===== src/rtl/fcm_pkg.sv =====
package fcm_pkg;
    typedef enum logic [1:0] {
        ST_INIT = 2'd0,
        ST_LOW  = 2'd1,
        ST_HIGH = 2'd2
    } fcm_state_e;

    localparam int unsigned FCM_BCLK_PER_PHASE_LOG2 = 6; // 64 half periods per phase
endpackage


===== src/rtl/fcm_cfg_hold.sv =====
module fcm_cfg_hold #(
    parameter int unsigned DIV_W = 10
) (
    input  logic             clk,
    input  logic             rst_n,
    input  logic             load,
    input  logic             usb_mode,
    input  logic [DIV_W-1:0] div_count,
    output logic             act_usb,
    output logic [DIV_W-1:0] act_div
);
    localparam logic [DIV_W-1:0] MIN_USB  = DIV_W'(2);
    localparam logic [DIV_W-1:0] MIN_NORM = DIV_W'(1);

    always_ff @(posedge clk or negedge rst_n) begin
        if (!rst_n) begin
            act_usb <= 1'b0;
            act_div <= MIN_NORM;
        end else if (load) begin
            act_usb <= usb_mode;
            if (usb_mode) begin
                act_div <= (div_count < MIN_USB) ? MIN_USB : div_count;
            end else begin
                act_div <= (div_count == '0) ? MIN_NORM : div_count;
            end
        end
    end
endmodule


===== src/rtl/fcm_phase_fsm.sv =====
module fcm_phase_fsm
    import fcm_pkg::*;
#(
    parameter int unsigned DIV_W = 10
) (
    input  logic             clk,
    input  logic             rst_n,
    input  logic             act_usb,
    input  logic [DIV_W-1:0] act_div,
    output logic             enter_low,
    output logic             phase_wrap,
    output logic             lrc_q,
    output logic             start_q
);
    localparam int unsigned CNT_W = DIV_W + FCM_BCLK_PER_PHASE_LOG2;

    fcm_state_e       state, state_nx;
    logic [CNT_W-1:0] cnt;
    logic [CNT_W-1:0] len_low, len_high, cur_len;
    logic             last;

    always_comb begin
        if (act_usb) begin
            len_low  = CNT_W'(act_div) - CNT_W'(act_div >> 1);
            len_high = CNT_W'(act_div >> 1);
        end else begin
            len_low  = {act_div, {FCM_BCLK_PER_PHASE_LOG2{1'b0}}};
            len_high = {act_div, {FCM_BCLK_PER_PHASE_LOG2{1'b0}}};
        end
        cur_len = (state == ST_HIGH) ? len_high : len_low;
        last    = (cnt == cur_len - CNT_W'(1));
    end

    always_comb begin
        state_nx = state;
        unique case (state)
            ST_INIT: state_nx = ST_LOW;
            ST_LOW:  if (last) state_nx = ST_HIGH;
            ST_HIGH: if (last) state_nx = ST_LOW;
            default: state_nx = ST_INIT;
        endcase
    end

    assign enter_low  = (state == ST_INIT) || ((state == ST_HIGH) && last);
    assign phase_wrap = (state == ST_INIT) || last;

    // state register
    always_ff @(posedge clk or negedge rst_n) begin
        if (!rst_n) begin
            state <= ST_INIT;
        end else begin
            state <= state_nx;
        end
    end

    // counter and registered outputs
    always_ff @(posedge clk or negedge rst_n) begin
        if (!rst_n) begin
            cnt     <= '0;
            lrc_q   <= 1'b1;
            start_q <= 1'b0;
        end else begin
            cnt     <= phase_wrap ? '0 : cnt + CNT_W'(1);
            lrc_q   <= (state_nx == ST_HIGH);
            start_q <= enter_low;
        end
    end
endmodule


===== src/rtl/fcm_bclk_div.sv =====
module fcm_bclk_div #(
    parameter int unsigned DIV_W = 10
) (
    input  logic             clk,
    input  logic             rst_n,
    input  logic             restart,
    input  logic [DIV_W-1:0] act_div,
    output logic             bclk_q
);
    logic [DIV_W-1:0] bcnt;

    always_ff @(posedge clk or negedge rst_n) begin
        if (!rst_n) begin
            bcnt   <= '0;
            bclk_q <= 1'b1;
        end else if (restart) begin
            bcnt   <= '0;
            bclk_q <= 1'b0;
        end else if (bcnt == act_div - DIV_W'(1)) begin
            bcnt   <= '0;
            bclk_q <= ~bclk_q;
        end else begin
            bcnt   <= bcnt + DIV_W'(1);
        end
    end
endmodule


===== src/rtl/frame_clk_master.sv =====
module frame_clk_master #(
    parameter int unsigned DIV_W = 10
) (
    input  logic             clk,
    input  logic             rst_n,
    input  logic             usb_mode,
    input  logic [DIV_W-1:0] div_count,
    output logic             bclk,
    output logic             play_lrc,
    output logic             rec_lrc,
    output logic             frame_start
);
    logic             act_usb;
    logic [DIV_W-1:0] act_div;
    logic             enter_low;
    logic             phase_wrap;
    logic             lrc_q;
    logic             bclk_q;

    fcm_cfg_hold #(.DIV_W(DIV_W)) u_cfg (
        .clk       (clk),
        .rst_n     (rst_n),
        .load      (enter_low),
        .usb_mode  (usb_mode),
        .div_count (div_count),
        .act_usb   (act_usb),
        .act_div   (act_div)
    );

    fcm_phase_fsm #(.DIV_W(DIV_W)) u_fsm (
        .clk        (clk),
        .rst_n      (rst_n),
        .act_usb    (act_usb),
        .act_div    (act_div),
        .enter_low  (enter_low),
        .phase_wrap (phase_wrap),
        .lrc_q      (lrc_q),
        .start_q    (frame_start)
    );

    fcm_bclk_div #(.DIV_W(DIV_W)) u_bdiv (
        .clk     (clk),
        .rst_n   (rst_n),
        .restart (phase_wrap),
        .act_div (act_div),
        .bclk_q  (bclk_q)
    );

    // USB mode: inverted master clock, so every register update lands on a bit-clock fall
    assign bclk     = act_usb ? ~clk : bclk_q;
    assign play_lrc = lrc_q;
    assign rec_lrc  = lrc_q;
endmodule


===== config.mk =====
export PLATFORM = sky130hd
export DESIGN_NAME = frame_clk_master
export DESIGN_NICKNAME = d
export VERILOG_FILES = /design/src/rtl/fcm_pkg.sv /design/src/rtl/fcm_cfg_hold.sv /design/src/rtl/fcm_phase_fsm.sv /design/src/rtl/fcm_bclk_div.sv /design/src/rtl/frame_clk_master.sv
export SDC_FILE = /design/constraint.sdc
export NUM_CORES = 1
export LEC_CHECK = 0
export BUFFER_PORTS_ARGS = -buffer_cell sky130_fd_sc_hd__buf_2
export CAP_MARGIN = 25
export CORE_ASPECT_RATIO = 1.25
export CORE_MARGIN = 2
export CORE_UTILIZATION = 45
export CTS_CLUSTER_SIZE = 8
export DETAILED_ROUTE_END_ITERATION = 16
export PLACE_DENSITY_LB_ADDON = 0.05
export SLEW_MARGIN = 20
export SYNTH_ARGS = -nofsm -noshare
export SYNTH_HDL_FRONTEND = slang
export SYNTH_HIERARCHICAL = 1
export SYNTH_SLANG_ARGS = --single-unit

===== constraint.sdc =====
create_clock -name clk -period 11.78 [get_ports clk]
set_input_delay 1.178 -clock clk [delete_from_list [all_inputs] [get_ports clk]]
set_output_delay 1.178 -clock clk [all_outputs]
set_load 0.1 [all_outputs]

==> flow_summary_export.csv <==
group,metric,value,unit
status,status,"finished, final reports clean",
timing,setup_tns,0,ns
floorplan,dieArea,9440,um^2
finish,drive_above_1_share,18.3,%
finish,area_growth,6.51,%
global_route,grt_pass1_vias,3387,
finish,nFillCells,859,
pwr,pwr-share-comb,30.7,%
finish,layout_commonest_cell,"nor2_1",
synth,synthFlopType,"dfrtp_1",
global_route,antenna_found_initial,0,
timing,rsz0062_at_grt,"false",
min_path,hold_path_depth,2,
pwr,power.density,131,nW/um^2
floorplan,rows,38,
timing,worstMarginPinSlew,0.637,ns
worst_setup_path,start_kind,"clock port",
routing,vias_per_cell,6.07,
pwr,netSwitchingFraction,38.6,%
floorplan,die_x,87.3,um
synth,syn_nets,461,
synth,synth_edf_count,0,
pwr,power.total,544,uW
finish,final_util,48.6,%
synth,yosysTopAreaCell,"dfrtp_1",
routing,vias,3324,
global_route,grt_pass1_wl,16900,um
floorplan,coreArea,8560,um^2
synth,synth_top_area_share,25.0,%
global_route,overflow,0,
min_path,hold_start,"u_bdiv/bclk_q$_DFFE_PN1P_",
timing,finalMaxSlewViolations,0,
synth,synthesis.area,3900,um^2
synth,async_reset_ff_share,100,%
routing,antenna_left,0,
place,place_congestion,0.958,
floorplan,pin_count,17,
worst_setup_path,critPathCaptureType,"primary output",
worst_setup_path,crit_fanout,2,
worst_setup_path,path_cells,"clkbuf_8, clkbuf_8, mux2i_1, buf_2",
timing,skew,0.0109,ns
floorplan,start_util,45.6,%
pwr,ir_drop,0.0000985,V
synth,ys_types,90,
worst_setup_path,path_common_cell,"clkbuf_8",
timing,final-setup-viol-count,0,
pwr,clockPowerShare,29.7,%
synth,synthXorXnorAreaFrac,11.4,%
synth,synth_compound_area_share,18.4,%
cts,cts_tree,"yes",
pwr,seq_power_share,39.6,%
worst_setup_path,cp.required,10.60,ns
synth,synth_fa_ha_area_share,5.00,%
finish,nNetsFinal,475,
finish,mostFrequentLayoutCells,"40 x nor2_1, 39 x dfrtp_1, 27 x xnor2_1",
pwr,power_switching,210,uW
pwr,p_leak,1.68,nW
global_route,grt_usage,23.1,%
synth,syn_inst,433,
worst_setup_path,reg2regPathDepth,14,
cts,clk_latency,0.41,ns
place,hpwl,7360,um
place,port-buffer-count,16,
synth,synth-simple-area-share,26.9,%
finish,fin_cells,548,
routing,drt-pass1-iter-count,4,
worst_setup_path,max_stage_delay,0.48,ns
synth,synth.area.mux_share,5.26,%
worst_setup_path,crit_slowest_cell,"buf_2",
finish,regArea,1050,um^2
finish,multi_input_area,2610,um^2
pwr,p_int,334,uW
place,dp.cells,536,
worst_setup_path,cp.arrival,6.81,ns
min_path,hold_end,"u_bdiv/bclk_q$_DFFE_PN1P_",
synth,ys_top_cells_by_area,"dfrtp_1 25%, xnor2_1 6.1%, xor2_1 5.4%, ha_1 4.5%, nor2_1 3.8%",
cts,post-cts-setup-buffers,0,
worst_setup_path,r2r-start,"u_cfg/act_div[5]$_DFFE_PN0P_",
synth,synth_top_family_by_area,"simple AND/OR/NAND/NOR gates",
synth,ys_ff_latch,42,
routing,drt_wl_total,9980,um
cts,clk_pin_slew,0.09,ns
synth,ys_seq_area_share,27.0,%
cts,cts-hold-fix-buffers,0,
worst_setup_path,crit_type,"clock port to primary output",
cts,ctsResizeCount,0,
min_path,hp-class,"register to register",
worst_setup_path,regToRegSetupSlack,6.63,ns
timing,finalHoldViolCount,0,
routing,drt-initial-drc-count,180,
finish,diodes,0,
synth,syn_avg_cell_area,9.01,um^2
worst_setup_path,reg2reg_to,"u_cfg/act_usb$_DFFE_PN0P_",
routing,post_drt_wl_per_cell,18.2,um
timing,slew_headroom,57.2,%
routing,remaining_drc_errors,0,
job,drv_cap,0,
global_route,grt_max_degree,43,
synth,yosysWarnings,6,
floorplan,dieHeight,108,um
worst_setup_path,critical_path.startpoint,"clk",
-- critical path: cells and delay by family --
kind / cells / cell delay (ns)
buf+inv: 3 / 0.71
mux: 1 / 0.21
-- cells by family after synthesis --
kind of cell    count (synthesis)
compound gates                 90
xor+xnor                       51
flops                          42
simple gates                  177
mux                            18
fa+ha+maj                      15
buf+inv                        40
-- worst max path at each step --
stage / end / slack [ns] / cells after the start
6_report: bclk / 3.79 / 4
5_1_grt: bclk / 3.79 / 4
4_1_cts: bclk / 3.76 / 4
3_5_place_dp: bclk / 4.18 / 2
3_3_place_gp: bclk / 4.18 / 2
2_1_floorplan: bclk / 3.17 / 1
-- per-stage QoR --
stage                     setup slack [ns]  instance area [um^2]  hold slack, ns
final                                 3.79                  4160           0.502
after global routing                  3.79                  4160           0.530
after CTS                             3.76                  4140           0.502
after detailed placement              4.18                  3980           0.489
after global placement                4.18                  3980           0.476
after floorplan                       3.17                  3900           0.464
-- synthesized netlist by cell type (all sizes together) (3+ instances only) --
master	number
a211oi	5
xnor2	27
nor2	51
mux2i	8
clkbuf	7
nand2b	7
nor3	10
nor4	8
o31ai	4
nor2b	8
o22ai	3
o21ai	18
dfrtp	39
nand4b	3
ha	14
and4	3
mux2	10
dfstp	3
inv	24
and3	8
or4	4
a21oi	17
nand3	18
a311oi	4
o211ai	6
nand4	11
a31oi	3
or3	8
buf	8
nand2	25
xor2	24
a21o	3
-- state kept, by name (all words and copies together) (netlist names) --
signal	count
u_bdiv/bclk_q	1
u_bdiv/bcnt	10
u_cfg/act_div	10
u_cfg/act_usb	1
u_fsm/cnt	16
u_fsm/lrc_q	1
u_fsm/start_q	1
u_fsm/state	2
-- power by group through the flow --
stage	clock network, mW	logic, mW	registers, mW
finish	0.162	0.167	0.215
global route	0.174	0.188	0.220
CTS	0.168	0.167	0.216
detailed placement	0.0169	0.166	0.218
global placement	0.0169	0.164	0.219
floorplan	0.0185	0.142	0.198
-- routing by layer --
layer	global-route usage, %	share of wire (%)	vias up	wire, um
li1	-	-	1604	-
met1	28.3	42	1614	4210
met2	38.4	51	78	5080
met3	4.35	3.7	28	365
met4	11.3	3.2	0	322
met5	0	0	-	0
-- layout make-up --
| cell class | count | share of cell area, % |
|---|---|---|
| clock buffers | 9 | 2.77 |
| inverters | 25 | 2.26 |
| clock inverters | 3 | 1.05 |
| repair buffers | 18 | 2.65 |
| well taps | 100 | 3.01 |
| multi-input cells | 351 | 62.9 |
| flip-flops and latches | 42 | 25.4 |
Power figures use the tool's default switching activity.
